==> src/rtl/bcol_pkg.sv <==
package bcol_pkg;
    typedef enum logic [2:0] {
        LEN_1    = 3'b000,
        LEN_2    = 3'b001,
        LEN_4    = 3'b010,
        LEN_8    = 3'b011,
        LEN_PAGE = 3'b111
    } len_code_e;

    typedef enum logic {
        ST_IDLE,
        ST_BURST
    } bst_e;
endpackage

==> src/rtl/bcol_mask_dec.sv <==
module bcol_mask_dec
    import bcol_pkg::*;
#(
    parameter int COL_W = 9
) (
    input  logic [2:0]       len_code,
    output logic [COL_W-1:0] blk_mask,
    output logic             page_mode
);
    always_comb begin
        page_mode = (len_code == LEN_PAGE);
        case (len_code)
            LEN_2:    blk_mask = COL_W'(1);
            LEN_4:    blk_mask = COL_W'(3);
            LEN_8:    blk_mask = COL_W'(7);
            LEN_PAGE: blk_mask = '1;
            default:  blk_mask = '0;
        endcase
    end
endmodule

==> src/rtl/bcol_addr_calc.sv <==
module bcol_addr_calc #(
    parameter int COL_W = 9
) (
    input  logic [COL_W-1:0] base,
    input  logic [COL_W-1:0] beat,
    input  logic [COL_W-1:0] blk_mask,
    input  logic             ilv,
    output logic [COL_W-1:0] col
);
    logic [COL_W-1:0] low_seq;
    logic [COL_W-1:0] low_ilv;

    always_comb begin
        low_seq = base + beat;
        low_ilv = base ^ beat;
        col = (base & ~blk_mask) | ((ilv ? low_ilv : low_seq) & blk_mask);
    end
endmodule

==> src/rtl/bcol_gen.sv <==
module bcol_gen
    import bcol_pkg::*;
#(
    parameter int COL_W = 9
) (
    input  logic             clk,
    input  logic             rst_n,
    input  logic             i_start,
    input  logic [COL_W-1:0] i_col,
    input  logic [2:0]       i_len,
    input  logic             i_ilv,
    input  logic             i_adv,
    input  logic             i_term,
    output logic [COL_W-1:0] o_col,
    output logic             o_valid,
    output logic             o_last
);
    localparam logic [COL_W-1:0] BEAT_ONE = COL_W'(1);

    bst_e             state_q;
    logic [COL_W-1:0] base_q;
    logic [COL_W-1:0] beat_q;
    logic [2:0]       len_q;
    logic             ilv_q;
    logic [COL_W-1:0] blk_mask;
    logic             page_mode;
    logic             last_hit;
    logic [COL_W-1:0] calc_col;

    bcol_mask_dec #(.COL_W(COL_W)) u_mask (
        .len_code  (len_q),
        .blk_mask  (blk_mask),
        .page_mode (page_mode)
    );

    bcol_addr_calc #(.COL_W(COL_W)) u_calc (
        .base     (base_q),
        .beat     (beat_q),
        .blk_mask (blk_mask),
        .ilv      (ilv_q),
        .col      (calc_col)
    );

    assign last_hit = !page_mode && (beat_q == blk_mask);

    always_ff @(posedge clk) begin
        if (!rst_n) begin
            state_q <= ST_IDLE;
            base_q  <= '0;
            beat_q  <= '0;
            len_q   <= LEN_1;
            ilv_q   <= 1'b0;
        end else if (i_start) begin
            state_q <= ST_BURST;
            base_q  <= i_col;
            beat_q  <= '0;
            len_q   <= i_len;
            ilv_q   <= i_ilv && (i_len != LEN_PAGE);
        end else begin
            unique case (state_q)
                ST_IDLE: state_q <= ST_IDLE;
                ST_BURST: begin
                    if (i_term) begin
                        state_q <= ST_IDLE;
                    end else if (i_adv) begin
                        if (last_hit) state_q <= ST_IDLE;
                        else          beat_q  <= beat_q + BEAT_ONE;
                    end
                end
            endcase
        end
    end

    always_comb begin
        o_valid = (state_q == ST_BURST);
        o_last  = o_valid && last_hit;
        o_col   = calc_col;
    end


    last_valid_chk: assert property (@(posedge clk) disable iff (!rst_n)
        o_last |-> o_valid);

    finish_drop_chk: assert property (@(posedge clk) disable iff (!rst_n)
        (o_last && i_adv && !i_start && !i_term) |=> !o_valid);

    start_load_chk: assert property (@(posedge clk) disable iff (!rst_n)
        i_start |=> (o_valid && o_col == $past(i_col)));

    term_drop_chk: assert property (@(posedge clk) disable iff (!rst_n)
        (i_term && !i_start) |=> !o_valid);

    hold_col_chk: assert property (@(posedge clk) disable iff (!rst_n)
        (o_valid && !i_adv && !i_start && !i_term) |=> (o_valid && $stable(o_col)));

    page_step_chk: assert property (@(posedge clk) disable iff (!rst_n)
        (o_valid && page_mode && i_adv && !i_start && !i_term)
            |=> (o_valid && !o_last && o_col == $past(o_col) + BEAT_ONE));
endmodule

==> config.mk <==
export PLATFORM = sky130hd
export DESIGN_NAME = bcol_gen
export DESIGN_NICKNAME = d
export VERILOG_FILES = /design/src/rtl/bcol_pkg.sv /design/src/rtl/bcol_mask_dec.sv /design/src/rtl/bcol_addr_calc.sv /design/src/rtl/bcol_gen.sv
export SDC_FILE = /design/constraint.sdc
export NUM_CORES = 1
export LEC_CHECK = 0
export CORE_MARGIN = 2
export CORE_UTILIZATION = 45
export CTS_CLUSTER_SIZE = 20
export DETAILED_ROUTE_END_ITERATION = 12
export PLACE_DENSITY = 0.7
export RECOVER_POWER = 100
export SLEW_MARGIN = 20
export SYNTH_ARGS = -nofsm -noshare
export SYNTH_HDL_FRONTEND = slang
export SYNTH_SLANG_ARGS = --single-unit
==> constraint.sdc <==
create_clock -name clk -period 4.05 [get_ports clk]
set_input_delay 0.405 -clock clk [delete_from_list [all_inputs] [get_ports clk]]
set_output_delay 0.405 -clock clk [all_outputs]
set_load 0.05 [all_outputs]
==> results of run 1 <==
-- cells in the mapped netlist (all sizes together) (4+ instances only) --
master | count | share of area [%]
dfxtp | 23 | 29
nand2 | 15 | 3.5
mux2i | 14 | 8.8
nor2b | 14 | 5.5
o21ai | 14 | 4.4
a21oi | 12 | 4.0
nor2 | 10 | 2.4
ha | 9 | 7.1
nand3 | 8 | 2.5
xnor2 | 7 | 3.9
inv | 6 | 1.4
nor3 | 6 | 1.9
nand2b | 5 | 2.0
buf | 4 | 2.0
clkbuf | 4 | 0.94
or3 | 4 | 1.6
-- cell families after synthesis --
| group | Yosys count | share of synthesized area (%) |
|---|---|---|
| multiplexers | 15 | 9.51 |
| AND/OR/NAND/NOR | 77 | 26.4 |
| AO/OA/AOI/OAI | 41 | 17.5 |
| XOR/XNOR | 9 | 4.95 |
| flip-flops | 23 | 28.9 |
| adder cells (fa/ha/maj) | 10 | 8.33 |
| buffers and inverters | 14 | 4.40 |
-- metal layers --
metal	vias up	part of all wire, %	GRT usage [%]
met3	6	5.0	3.21
met2	39	50	33.0
met1	678	43	20.3
li1	723	-	-
met4	0	1.5	9.78
met5	-	0	0
-- state kept, by name, indices dropped and copies added, names as in the netlist --
signal	cells
len_q	3
base_q	9
ilv_q	1
o_valid	1
beat_q	9
-- path summary, 6_finish.rpt --
| path | endpoint | slack [ns] | startpoint | cells after the start |
|---|---|---|---|---|
| max reg2reg | beat_q[1] | 2.21 | len_q[0] | 5 |
| min | base_q[0] | 0.56 | base_q[0] | 2 |
| max | o_col[8] | 0.26 | beat_q[0] | 8 |
| min reg2reg | base_q[0] | 0.56 | base_q[0] | 2 |
-- metrics by stage --
step	util (%)	instances	instance area, sq um	hold slack (ns)
finish	56.3	259	1890	0.556
global route	56.3	259	1890	0.578
CTS	56.8	259	1910	0.560
detailed placement	56.0	255	1880	0.539
global placement	56.0	255	1880	0.533
floorplan	-	189	1590	0.500
-- worst max-delay path, cell delays in order, from the launching register on --
cell	delay [ns]
sky130_fd_sc_hd__dfxtp_1	0.42
sky130_fd_sc_hd__ha_1	0.25
sky130_fd_sc_hd__fa_1	0.41
sky130_fd_sc_hd__a21oi_2	0.18
sky130_fd_sc_hd__o22ai_1	0.12
sky130_fd_sc_hd__o41a_1	0.37
sky130_fd_sc_hd__or3b_1	0.36
sky130_fd_sc_hd__nand4_1	0.09
sky130_fd_sc_hd__dlygate4sd3_1	0.87
-- power by group --
| group | total [uW] | internal, uW | leakage, uW | switching, uW |
|---|---|---|---|---|
| combinational | 107 | 48.0 | 0.000515 | 59.2 |
| sequential | 246 | 235 | 0.000188 | 11.7 |
| clock | 116 | 37.2 | 0.0000177 | 79.2 |
| total | 470 | 320 | 0.000721 | 150 |
-- layout make-up --
cell class              count  area, sq um  share of cell area, %
flip-flops and latches     23          460                   24.3
clock inverters             1         5.00                  0.264
multi-input cells         152         1050                   55.2
well taps                  46         57.6                   3.04
inverters                   6         22.5                   1.19
clock buffers               3         22.5                   1.19
repair buffers             28          280                   14.8
==> reports/results.md, run 1 <==
* **final number of setup-violating endpoints** 0
* **Via Count** 1446
* **TritonCTS clock tree** yes
* **Post-Synthesis Mean Instance Area** 8.42 sq um
* **wire length of the first global-routing pass** 5880 microns
* **slew of the pin with the lowest slew margin** 0.876 ns
* **CTS HTree Levels** 1
* **outcome** completed
* **effective utilization at floorplan** 47.3%
* **P_leak** 0.000721 uW
* **aggregate routed wire length** 3550 microns
* **number of buffers added by the clock tree synthesis step** 3
* **number of slew-limit violations in the final report** 0
* **width of the die** 63.5 microns
* **antenna violations before repair** 0
* **flip-flop cell with the highest count after synthesis** sky130_fd_sc_hd__dfxtp_1
* **layout cells sized above 1** 4.23%
* **number of buffer cells added on primary ports** 28
* **share of flip-flops with an asynchronous set or reset after synthesis** 0%
* **full die area** 0.00403 sq mm
* **maximum number of pins on one net before global-route repair** 17
* **placeable core area** 0.00336 sq mm
* **HP Class** reg -> reg
* **Synth Cell Area** 0.00159 sq mm
* **clk root buf** sky130_fd_sc_hd__clkbuf_4
* **average via count per standard cell** 5.58
* **DIE HEIGHT** 63.5 microns
* **count of instances resized after the clock tree is built** 0
* **DP Worst Slack** 0.723 ns
* **final critical delay including setup and external delays** 3.79 ns
* **hold violation total from the final report** 0
* **Detailed Place HPWL** 2690 microns
* **hold_buf cts** 0
* **total power consumption of the routed design** 470 uW
* **clock slew seen by the registers of the worst setup and hold paths** 0.14 ns
* **synthesized netlist cell count** 189
* **number of clock sinks** 23
* **category of the worst setup path launch point** flop
* **total of fill cells in the finished design** 346
* **total congestion overflow after global routing** 0
* **via count of the first global-routing pass** 1339
* **total track usage** 18.3%
* **maximum clock path buffer count** 2
* **number of optimization iterations in the first detailed-route pass** 5
* **commonest non-fill, non-tap cell in the layout** sky130_fd_sc_hd__dfxtp_1
* **critical setup path kind** reg -> out
* **detailed router's first-iteration violation count** 49
* **max-cap viol count** 0
* **buffers inserted during post-CTS setup optimization** 0
* **number of warnings issued by yosys** 0
* **data arrival at the endpoint of the critical path** 3.39 ns
* **commonest cells after routing, fill and taps aside** sky130_fd_sc_hd__dfxtp_1 (23), sky130_fd_sc_hd__clkdlybuf4s50_1 (16), sky130_fd_sc_hd__nand2_1 (15)
* **Synth Register Bits** 23
* **drt drc** 0
* **std cell rows** 21
* **RSZ-0062 raised after global routing** no
* **Clock Latency Late Sink** 0.33 ns
* **antenna diode instance count** 0
* **fraction of the yosys area taken by sequential cells** 28.9%
* **Routability Congestion** 0.828
* **critical path fanouts, max** 9
* **Area Growth Syn to Fin** 19.0%
* **CP Data Required Time** 3.64 ns
* **f_max** 0.264 GHz
* **number of enable-type register cells in the synthesized netlist** 0
* **P per Cell Area** 248 mW/mm^2
* **post-DR wirelength/cell** 13.7 microns
* **number of routed nets with antenna violations** 0
* **Mapped Nets** 217
* **final worst-path cycle share** 93.6%
* **Clock Skews** 0.00871 ns
* **post-route setup slack** 0.259 ns
* **worst vdd rail ir drop** 129 uV
* **Rel. slew slack** 41.4%
* **Worst setup EP type** output port
* **final net count** 242
* **Setup TNS** 0 ns
* **number of primary I/O pins** 29
* **number of distinct library cells after synthesis** 42
Note: power is estimated with default switching activity, not from simulation.
==> run 2: changes to the inputs <==
- CORE_ASPECT_RATIO: default -> 1.5
==> run 2 against run 1 <==
Compared with the run above:
- non-clock buffer count stayed put
- first-iteration DRC count is 61% lower
- combinational power hardly changed
- critical path type unchanged
- clock power is 29% higher
- register-to-register slack better by 0.02 ns
- count of clock-buffer cells in the layout stayed put
- via count is 1.1% lower
- maximum frequency is 2.5% higher
==> reports/results.md, run 2 (same netlist as run 1, synthesis figures left out) <==
* **Worst setup EP type** output port
* **max-cap viol count** 0, unchanged
* **critical path fanouts, max** 9, unchanged
* **number of slew-limit violations in the final report** 0, unchanged
* **slew of the pin with the lowest slew margin** 0.910 ns, +0.0339 ns
* **Via Count** 1430, -1.1%
* **detailed router's first-iteration violation count** 19, -61%
* **P per Cell Area** 264 mW/mm^2, +6.4%
* **number of clock sinks** 23, unchanged
* **placeable core area** 0.00338 sq mm, +0.59%
* **biggest regs** base_q (9), beat_q (9), len_q (3)
* **Area Growth Syn to Fin** 19.9%
* **Critical Path Max Stage Delay** 0.87 ns, about the same
* **f_max** 0.270 GHz, +2.5%
* **average via count per standard cell** 5.61, +0.44%
* **DIE HEIGHT** 76.8 microns, +21%
* **via count of the first global-routing pass** 1346, +0.52%
* **CP Data Required Time** 3.64 ns, about the same
* **Rel. slew slack** 39.1%, -2.3 points
* **drt drc** 0, unchanged
* **antenna violations before repair** 0, unchanged
* **RSZ-0062 raised after global routing** no
* **clk root buf** sky130_fd_sc_hd__clkbuf_8
* **GRT met2 Usage** 35.5%, +2.5 points
* **Critical R2R Launch** len_q[0]
* **Util after Layout** 56.4%, +0.074 points
* **Routability Congestion** 0.867, +4.7%
* **met3 usage in global routing** 1.95%, -1.3 points
* **effective utilization at floorplan** 47.0%, -0.28 points
* **Detailed Place HPWL** 2620 microns, -2.3%
* **standard cell area after detailed placement** 0.00188 sq mm, -0.27%
* **commonest non-fill, non-tap cell in the layout** sky130_fd_sc_hd__dfxtp_1
* **Worst setup startpoint** beat_q[0]
* **total congestion overflow after global routing** 0, unchanged
* **wire length of the first global-routing pass** 6100 microns, +3.8%
* **Critical Path Slowest Stage Cell** sky130_fd_sc_hd__dlygate4sd3_1
* **final worst-path cycle share** 91.3%, -2.3 points
* **logic depth of the worst register-to-register path** 5, unchanged
* **P_leak** 0.000728 uW, +1.1%
* **maximum number of pins on one net before global-route repair** 17, unchanged
* **final number of setup-violating endpoints** 0, unchanged
* **TritonCTS clock tree** yes
* **cell depth of the worst min-delay path** 2, unchanged
* **HP Class** reg -> reg
* **hold_buf cts** 0, unchanged
* **GRT Max-Usage Layer** met2
* **final critical delay including setup and external delays** 3.70 ns, -0.0928 ns
* **number of buffer cells added on primary ports** 28, unchanged
* **full die area** 0.00404 sq mm, +0.24%
* **Clock Latency Late Sink** 0.27 ns, -0.06 ns
* **clock slew seen by the registers of the worst setup and hold paths** 0.09 ns, -0.05 ns
* **worst vdd rail ir drop** 202 uV, +56%
* **hold violation total from the final report** 0, unchanged
* **layout cells sized above 1** 4.23%, unchanged
* **aggregate routed wire length** 3470 microns, -2.3%
* **data arrival at the endpoint of the critical path** 3.29 ns, -0.10 ns
* **number of primary I/O pins** 29, unchanged
* **design area** 0.00191 sq mm, +0.73%
* **global routing usage on met1** 22.0%, +1.8 points
* **buffers inserted during post-CTS setup optimization** 0, unchanged
* **total track usage** 19.4%, +1.1 points
* **count of instances resized after the clock tree is built** 0, unchanged
* **CTS HTree Levels** 1, unchanged
* **DP Worst Slack** 0.732 ns, +0.00970 ns
* **antenna diode instance count** 0, unchanged
* **Clock Skews** 0.00228 ns, -0.00643 ns
* **commonest cells after routing, fill and taps aside** sky130_fd_sc_hd__dfxtp_1 (23), sky130_fd_sc_hd__clkdlybuf4s50_1 (16), sky130_fd_sc_hd__nand2_1 (15)
* **number of optimization iterations in the first detailed-route pass** 4, -1
* **launch instance of the worst min-delay path** base_q[0]
* **number of routed nets with antenna violations** 0, unchanged
* **cells along the critical path** ha_1, fa_1, a21oi_2, o22ai_1, o41a_1, or3b_1, nand4_1, dlygate4sd3_1
* **maximum clock path buffer count** 2, unchanged
* **final net count** 242, unchanged
* **post-route setup slack** 0.351 ns, +0.0928 ns
* **std cell rows** 26, +24%
* **Setup TNS** 0 ns, unchanged
* **critical setup path kind** reg -> out
* **outcome** completed
* **number of buffers added by the clock tree synthesis step** 3, unchanged
* **category of the worst setup path launch point** flop
* **post-DR wirelength/cell** 13.6 microns, -0.80%
* **width of the die** 52.6 microns, -17%
-- run 2: cell counts in the layout (fill, tap and decap cells not counted) --
Identical to the previous run, type by type.
-- run 2: layout make-up --
cell class / instances / area (sq um)
fill: 326 / 1480
inverter: 6 / 22.5
tap: 42 / 52.6
timing repair buffer: 28 / 280
clock inverter: 1 / 5.00
clock buffer: 3 / 41.3
multi-input combinational: 152 / 1050
sequential: 23 / 460
-- run 2: critical path: cells and delay by family (launching register included) --
family	cells	cell delay (ns)
AND/OR/NAND/NOR	2	0.45
flip-flops	1	0.40
buffers and inverters	1	0.87
adder cells (fa/ha/maj)	2	0.66
AO/OA/AOI/OAI	3	0.64
-- run 2: metal layers --
metal / up-vias / wire length (microns)
met2: 27 / 1890
met5: - / 0
met1: 676 / 1440
met4: 0 / 53
li1: 722 / -
met3: 5 / 88
-- run 2: power by group --
| part | internal (uW) | total [uW] | leakage, uW | switching [uW] |
|---|---|---|---|---|
| logic | 48.0 | 108 | 0.000515 | 59.6 |
| registers | 234 | 246 | 0.000188 | 11.6 |
| clock network | 68.9 | 150 | 0.0000255 | 81.2 |
| total | 351 | 504 | 0.000728 | 152 |
-- run 2: through the flow --
| step | instances | hold slack, ns | total power, uW |
|---|---|---|---|
| final | 255 | 0.549 | 504 |
| after global routing | 255 | 0.584 | 529 |
| after CTS | 255 | 0.556 | 514 |
| after detailed placement | 251 | 0.544 | 365 |
| after global placement | 251 | 0.531 | 362 |
| after floorplan | 189 | 0.500 | 325 |
-- run 2: path summary, 6_finish.rpt --
check	to	slack (ns)
max	o_col[8]	0.35
min	base_q[0]	0.55
max reg2reg	beat_q[1]	2.23
min reg2reg	base_q[0]	0.55
